## config.mk

```make
export PLATFORM = sky130hd
export DESIGN_NAME = exc_arbiter
export DESIGN_NICKNAME = d
export VERILOG_FILES = /design/src/rtl/exc_arbiter.sv
export SDC_FILE = /design/constraint.sdc
export NUM_CORES = 1
export LEC_CHECK = 0
export CELL_PAD_IN_SITES_DETAIL_PLACEMENT = 0
export CELL_PAD_IN_SITES_GLOBAL_PLACEMENT = 1
export CORE_MARGIN = 2
export CORE_UTILIZATION = 44
export CTS_CLUSTER_DIAMETER = 40
export CTS_CLUSTER_SIZE = 40
export DETAILED_ROUTE_END_ITERATION = 6
export HOLD_SLACK_MARGIN = 0.08
export PLACE_DENSITY = 0.85
export SETUP_SLACK_MARGIN = 0.3
export SYNTH_ARGS = -nofsm -noshare
export SYNTH_HDL_FRONTEND = slang
export SYNTH_SLANG_ARGS = --single-unit
```

## constraint.sdc

```tcl
create_clock -name clk -period 58.2 [get_ports clk]
set_input_delay 17.46 -clock clk [delete_from_list [all_inputs] [get_ports clk]]
set_output_delay 17.46 -clock clk [all_outputs]
set_load 0.02 [all_outputs]
```

## src/rtl/exc_arbiter.sv

```systemverilog
module exc_arbiter #(
  parameter int NUM_SYS = 7,
  parameter int NUM_IRQ = 21,
  parameter int LVL_W   = 3,
  parameter int GRP_W   = 2,
  parameter int IDX_W   = $clog2(NUM_SYS + NUM_IRQ),
  parameter int NUM_W   = $clog2(16 + NUM_IRQ + 1),
  parameter logic [NUM_SYS*8-1:0] SYS_POS = {8'd15, 8'd14, 8'd12, 8'd11, 8'd6, 8'd5, 8'd4}
) (
  input  logic               clk,
  input  logic               rst_n,
  input  logic               rst_pend,
  input  logic               nmi_pend,
  input  logic               hf_pend,
  input  logic [NUM_SYS-1:0] sys_pend,
  input  logic [NUM_SYS-1:0] sys_en,
  input  logic [NUM_IRQ-1:0] irq_pend,
  input  logic [NUM_IRQ-1:0] irq_en,
  input  logic               cfg_we,
  input  logic [IDX_W-1:0]   cfg_idx,
  input  logic [LVL_W-1:0]   cfg_lvl,
  input  logic [GRP_W-1:0]   grp_sel,
  input  logic               act_valid,
  input  logic [LVL_W:0]     act_prio,
  output logic               take_valid,
  output logic [NUM_W-1:0]   take_num,
  output logic [LVL_W:0]     take_prio,
  output logic               preempt
);
  localparam int NSRC = NUM_SYS + NUM_IRQ;
  localparam logic [LVL_W:0] P_RST = -(LVL_W+1)'(3);
  localparam logic [LVL_W:0] P_NMI = -(LVL_W+1)'(2);
  localparam logic [LVL_W:0] P_HF  = -(LVL_W+1)'(1);

  logic [LVL_W-1:0] lvl_q [NSRC];
  logic [NSRC-1:0]  elig;
  logic             best_hit;
  logic [IDX_W-1:0] best_idx;
  logic [LVL_W-1:0] best_lvl;
  logic             nx_valid, nx_pre;
  logic [NUM_W-1:0] nx_num;
  logic [LVL_W:0]   nx_prio;

  assign elig = {irq_pend & irq_en, sys_pend & sys_en};

  function automatic logic [NUM_W-1:0] src_pos(input logic [IDX_W-1:0] i);
    if (int'(i) < NUM_SYS) return NUM_W'(SYS_POS[int'(i)*8 +: 8]);
    return NUM_W'(16 + int'(i) - NUM_SYS);
  endfunction

  function automatic logic signed [LVL_W:0] grp_of(input logic [LVL_W:0] p,
                                                   input logic [GRP_W-1:0] g);
    if (p[LVL_W]) return $signed(p);
    return $signed(p >> g);
  endfunction

  always_ff @(posedge clk) begin
    if (!rst_n) begin
      for (int i = 0; i < NSRC; i++) lvl_q[i] <= '0;
    end else if (cfg_we && int'(cfg_idx) < NSRC) begin
      lvl_q[cfg_idx] <= cfg_lvl;
    end
  end

  always_comb begin
    best_hit = 1'b0;
    best_idx = '0;
    best_lvl = '1;
    for (int i = 0; i < NSRC; i++) begin
      if (elig[i] && (!best_hit || lvl_q[i] < best_lvl)) begin
        best_hit = 1'b1;
        best_idx = IDX_W'(i);
        best_lvl = lvl_q[i];
      end
    end
  end

  always_comb begin
    nx_valid = 1'b1;
    nx_num   = '0;
    nx_prio  = '0;
    if (rst_pend) begin
      nx_num = NUM_W'(1); nx_prio = P_RST;
    end else if (nmi_pend) begin
      nx_num = NUM_W'(2); nx_prio = P_NMI;
    end else if (hf_pend) begin
      nx_num = NUM_W'(3); nx_prio = P_HF;
    end else if (best_hit) begin
      nx_num = src_pos(best_idx); nx_prio = {1'b0, best_lvl};
    end else begin
      nx_valid = 1'b0;
    end
  end

  assign nx_pre = nx_valid &&
                  (!act_valid || (grp_of(nx_prio, grp_sel) < grp_of(act_prio, grp_sel)));

  always_ff @(posedge clk) begin
    if (!rst_n) begin
      take_valid <= 1'b0;
      take_num   <= '0;
      take_prio  <= '0;
      preempt    <= 1'b0;
    end else begin
      take_valid <= nx_valid;
      take_num   <= nx_num;
      take_prio  <= nx_prio;
      preempt    <= nx_pre;
    end
  end


  reset_win_chk: assert property (@(posedge clk) disable iff (!rst_n)
    rst_pend |=> (take_valid && take_num == NUM_W'(1) && take_prio == P_RST && preempt));


  nmi_win_chk: assert property (@(posedge clk) disable iff (!rst_n)
    (!rst_pend && nmi_pend) |=> (take_num == NUM_W'(2) && take_prio == P_NMI));


  masked_chk: assert property (@(posedge clk) disable iff (!rst_n)
    (!rst_pend && !nmi_pend && !hf_pend && (sys_pend & sys_en) == '0 &&
     (irq_pend & irq_en) == '0) |=> !take_valid);


  idle_zero_chk: assert property (@(posedge clk) disable iff (!rst_n)
    !take_valid |-> (take_num == '0 && take_prio == '0 && !preempt));


  nmi_hold_chk: assert property (@(posedge clk) disable iff (!rst_n)
    (act_valid && act_prio == P_NMI && !rst_pend) |=> !preempt);


  cfg_store_chk: assert property (@(posedge clk) disable iff (!rst_n)
    (cfg_we && int'(cfg_idx) < NSRC) |=> lvl_q[$past(cfg_idx)] == $past(cfg_lvl));


  pre_valid_chk: assert property (@(posedge clk) disable iff (!rst_n)
    preempt |-> take_valid);
endmodule

```

# Word level (Yosys, flattened, before mapping)
# Memory sizes are Yosys's and may differ from the RTL's.
# Index checks and enable logic that the tools add are counted.
dict set report totals {
  input_bits 77
  regBits 12
  ramBits 84
  out_inout_bits 12
  wordCells 249
  n_memories 1
}
dict set report classes {
  add_sub_neg 2
  reduce_logical 88
  n_mux 115
  n_shift 3
  magnitude_cmp 30
  n_bitwise 4
}
# memory depth word_bits read_ports rd_ports_with_merged_regs write_ports line
set mem_list {}
lappend mem_list {lvl_q 28 3 28 0 28 35} ;# logic [LVL_W-1:0] lvl_q [NSRC];
# cell count
set op_table {}
lappend op_table {{two-way mux 5 bit} 27}
lappend op_table {{two-way mux 3 bit} 30}
lappend op_table {{< comparator 3 bit} 27}
lappend op_table {{variable part select 56 x 9 -> 6 bit, first input constant} 1}
lappend op_table {{two-way mux 1 bit} 46}
lappend op_table {{logical AND 1 bit} 29}
lappend op_table {{zero test 1 bit} 28}
lappend op_table {{logical OR 1 bit} 28}
lappend op_table {{two-way mux 4 bit} 7}
lappend op_table {{bitwise AND 21 bit} 1}
lappend op_table {{two-way mux 6 bit} 2}
lappend op_table {{right shift 4 x 2 -> 4 bit} 2}
lappend op_table {{bitwise AND 7 bit} 1}
lappend op_table {{adder 5 x 5 -> 6 bit, first input constant} 1}
lappend op_table {{two-way mux 2 bit} 3}
lappend op_table {{subtractor 6 x 3 -> 6 bit, second input constant} 1}
lappend op_table {{< comparator 5 x 3 -> 1 bit, second input constant} 1}
lappend op_table {{< comparator 5 bit, second input constant} 1}
lappend op_table {{OR reduction 5 bit} 1}
lappend op_table {{< comparator 4 bit} 1}
lappend op_table {{OR reduction 3 bit} 1}
lappend op_table {{inverter 1 bit} 2}
lappend op_table {{OR reduction 2 bit} 1}

# Logic depth before layout (Yosys ltp)
dict set report depth {
  word_depth 121
  mapped_depth 228
}

# Worst setup path after synthesis
# Ideal clock, no wire load.
dict set report synth_timing {
  path_kind {input-to-reg}
  start {in sys_pend[0]}
  end {reg preempt}
  path_buffers 3
  cell_stages 209
  setup_slack_ps 6964
  arrival_time_ps 51157
  path_cell_list {nand2_1 o22ai_1 ha_1 nor2_1 o21bai_4 o221ai_1 o21ai_1 a21o_4 mux2i_1 inv_1 ha_1 nand2_1 a21oi_1 mux2i_4 o21ai_0 mux2i_1 ha_1 nand2_1 (+173 left out) a21o_1 nand2_1 and3_1 or2_2 ha_1 a21oi_1 o21bai_1 nor2_1 a31o_2 nand2_1 o31a_1 o21ai_0 ha_1 nor3b_1 a21boi_0 o21ai_0 or4_1 o211ai_1}
}
dict set report synth_between {
  elab_chain_cells 119
  elab_cells_between_ends 179
  cone_classes {28 x order compare; 1 x shift; 66 x mux; 1 x bitwise; 83 x reduce/logical}
}
# element line
set synth_lines {}
lappend synth_lines {{start: declaration} 15} ;# input logic [NUM_SYS-1:0] sys_pend,
lappend synth_lines {{bitwise AND 7 bit (*)} 44} ;# assign elig = {irq_pend & irq_en, sys_pend & sys_en};
lappend synth_lines {{two-way mux 3 bit / two-way mux 1 bit (equally long branches)} 70} ;# if (elig[i] && (!best_hit || lvl_q[i] < best_lvl)) begin
lappend synth_lines {{< comparator 3 bit / zero test 1 bit (equally long branches)} 70}
lappend synth_lines {{logical OR 1 bit} 70}
lappend synth_lines {{logical AND 1 bit} 70}
lappend synth_lines {{two-way mux 3 bit / two-way mux 1 bit (equally long branches)} 70}
lappend synth_lines {{< comparator 3 bit / zero test 1 bit (equally long branches)} 70}
lappend synth_lines {{logical OR 1 bit} 70}
lappend synth_lines {{(+103 left out)} n/a}
lappend synth_lines {{two-way mux 4 bit} 86} ;# end else if (hf_pend) begin
lappend synth_lines {{two-way mux 4 bit} 84} ;# end else if (nmi_pend) begin
lappend synth_lines {{two-way mux 4 bit} 82} ;# if (rst_pend) begin
lappend synth_lines {{right shift 4 x 2 -> 4 bit / two-way mux 4 bit (equally long branches)} {54, 53}}
lappend synth_lines {{two-way mux 4 bit} 54} ;# return $signed(p >> g);
lappend synth_lines {{< comparator 4 bit} 96} ;# (!act_valid || (grp_of(nx_prio, grp_sel) < grp_of(act_prio, grp_sel)));
lappend synth_lines {{logical OR 1 bit} 96}
lappend synth_lines {{logical AND 1 bit (*)} 95} ;# assign nx_pre = nx_valid &&
lappend synth_lines {{end signal: assignment} 108} ;# preempt <= nx_pre;
lappend synth_lines {{end: declaration} 28} ;# output logic preempt
# Every way passes the cells marked *; elsewhere a longest branch is shown, timed or not. The select of a mux whose other input is x is not followed.
# A chain may end at the register's enable or synchronous reset.

# Worst setup path after layout
# Same ends and word-level chain as after synthesis.

==> results_dict.tcl <==
set metrics [dict create \
    firstDrtPassIters 5 \
    die-area_mm2 0.0217 \
    drt_iter0_drc 568 \
    startpoint "sys_pend[0]" \
    cp_slowest_cell "or4_1" \
    rsz0062_at_grt "false" \
    layout-drive-gt1-share_pct 9.09 \
    cts_tree "built" \
    cts_max_level 3 \
    worst_ir_drop_vdd_v 0.0000257 \
    die_w_um 147 \
    critPathMaxFanout 9 \
    arrival_ns 55.25 \
    portBuffers 88 \
    placedCellCount 1445 \
    antenna_left 0 \
    yosysSeqAreaShare_pct 30.6 \
    post-place-ws_ns 1.40 \
    syn_area_per_cell_um2 8.15 \
    synth_cell_types 99 \
    slew_headroom_pct 23.2 \
    cp-start-kind "input pin" \
    cts_buffers 9 \
    grt_usage_pct 21.6 \
    core_area_mm2 0.0202 \
    place_area_mm2 0.0102 \
    wire_per_inst_um 16.3 \
    power.leakage_nw 4.11 \
    min_period_ns 55.00 \
    dp_hpwl_mm 18.4 \
    gr-total-overflow 0 \
    multi_input_area_mm2 0.00609 \
    antenna_found_initial 1 \
    design_area_mm2 0.0106 \
    drt_wl_total_mm 23.9 \
    viasPerCell 5.85 \
    slowest_delay_ns 0.55 \
    cp_top_family "compound AO/OA/AOI/OAI gates" \
    syn2layout_area_growth_pct 18.0 \
    drv_cap 0 \
    finalHoldViolCount 0 \
    p_per_area_mw_per_mm2 42.4 \
    fillers 1907 \
    grt_max_degree 36 \
    worstPathRequired_ns 58.44 \
    synth_seq_cells 96 \
    synth_nets 1216 \
    synthFlopType "edfxtp_1" \
    grt_first_pass_wirelength_mm 38.9 \
    cts_sinks 96 \
    cts_hold_buffers 0 \
    start_util_pct 44.7 \
    crit_type "input pin to flip-flop" \
    cts_max_path_buffers 2 \
    layout_commonest_cell "nand2_1" \
    yosysTopAreaCell "edfxtp_1" \
    tns_ns 0 \
    skew_ns 0.00517 \
    final-setup-viol-count 0 \
    gp_congestion 0.912 \
    via_count 8595 \
    core.rowCount 52 \
    fin_cells 1469 \
    ys_top_cells_by_area "edfxtp_1 28%, and2_1 6.9%, nand2_1 4.9%" \
    nets 1304 \
    regToRegStartpoint "lvl_q[0][2]$_SDFFCE_PN0P_" \
    clockRootBuffer "clkbuf_16" \
    hold_path_startpoint "lvl_q[27][2]$_SDFFCE_PN0P_" \
    insertion_delay_ns 0.34 \
    cp_common_cell "ha_1" \
    syn_area_mm2 0.00902 \
    synth_edf_count 84 \
    synthCells 1106 \
    max_slew.worst_pin.slew_ns 1.15 \
    n_antenna_cell 0 \
    finalPower_mw 0.452 \
    layout_setup_ws_ns 3.20 \
    status "complete, no violations" \
    drc 0 \
    slew_viol_final 0 \
    fmax_ghz 0.0182 \
    fp.dieH_um 147 \
    yosysWarnings 0 \
    hold_path.class "flip-flop to flip-flop" \
    final_cell_mix "116 x nand2_1, 102 x nor2_1, 99 x and2_1" \
    async_flop_share_pct 0 \
    path_clk_slew_ns 0.06 \
    fin_crit_sh_pct 94.5 \
    grt_pass1_vias 8062 \
    path_buf_inv 22 \
    endpoint_kind "flip-flop" \
    regArea_mm2 0.00276 \
    ios 89 \
    yosysTopAreaCellShare_pct 28.0 \
]
-- logic make-up (layout without fill, tap and decap cells) --
family / count (synthesis) / count (layout) / synth area share, %
and+or+nand+nor: 486 / 486 / 27.6
AOI/OAI and AO/OA: 379 / 379 / 30.2
DFF: 96 / 96 / 30.6
buffers and inverters: 84 / 177 / 3.52
adders and majority gates: 34 / 34 / 4.69
muxes: 25 / 25 / 3.22
xor gates and xnor gates: 2 / 2 / 0.194
-- repair_timing --
item | 4_1_cts | 5_1_grt
gates resized for setup | 0 | 37
hold endpoints to repair | 0 | 0
setup buffers | 0 | 8
setup endpoints to repair | 0 | 10
-- worst paths after layout --
| kind | end | slack (ns) | cells after the start |
|---|---|---|---|
| min | take_prio[2]$_SDFF_PN0_ | 0.74 | 3 |
| min reg2reg | take_prio[2]$_SDFF_PN0_ | 0.74 | 3 |
| max | preempt$_SDFF_PN0_ | 3.20 | 208 |
| max reg2reg | preempt$_SDFF_PN0_ | 20.54 | 206 |
-- sequential cells by signal, summed over array words and instances (netlist names) --
name,flops
lvl_q,84
preempt,1
take_num,6
take_prio,4
take_valid,1
-- power by group --
part | internal [mW] | switching [mW] | total, mW
clock network | 0.0289 | 0.0243 | 0.0532
registers | 0.0800 | 0.00502 | 0.0850
logic | 0.130 | 0.184 | 0.313
total | 0.238 | 0.213 | 0.452
-- cells in the mapped netlist, types with 12 or more instances --
| cell | instances |
|---|---|
| a211oi_1 | 13 |
| a21o_1 | 35 |
| a21oi_1 | 71 |
| a31oi_1 | 14 |
| and2_1 | 99 |
| and3_1 | 16 |
| clkbuf_1 | 17 |
| dfxtp_1 | 12 |
| edfxtp_1 | 84 |
| ha_1 | 33 |
| inv_1 | 64 |
| nand2_1 | 118 |
| nand2b_1 | 18 |
| nand3_1 | 40 |
| nor2_1 | 106 |
| nor2b_1 | 16 |
| nor3_1 | 12 |
| o211ai_1 | 17 |
| o21ai_0 | 75 |
-- through the flow --
step,hold WS [ns],util [%]
3_5_place_dp,0.723,50.4
2_1_floorplan,0.574,-
4_1_cts,0.747,51.7
6_report,0.745,52.8
3_3_place_gp,0.737,50.4
5_1_grt,0.785,52.8
-- per-layer routing --
metal | global-route usage, % | vias to the layer above | wire length, um
li1 | - | 4329 | -
met1 | 30.2 | 3967 | 11300
met3 | 2.98 | 31 | 1230
met5 | 0 | - | 11
met2 | 35.8 | 266 | 11000
met4 | 4.81 | 2 | 341
-- cell type report --
class	instances	area share, %
multi-input cells	926	57.2
flip-flops and latches	96	26.0
repair buffers	97	8.91
well taps	270	3.17
inverters	64	2.26
clock buffers	11	2.19
clock inverters	5	0.317
-- tightest hold or removal path, stage by stage (launching register included) --
cell	delay, ns
edfxtp_1	0.38
nand2_1	0.06
o31a_1	0.12
a21oi_1	0.14
No activity file was read; power rests on OpenSTA's default activity.
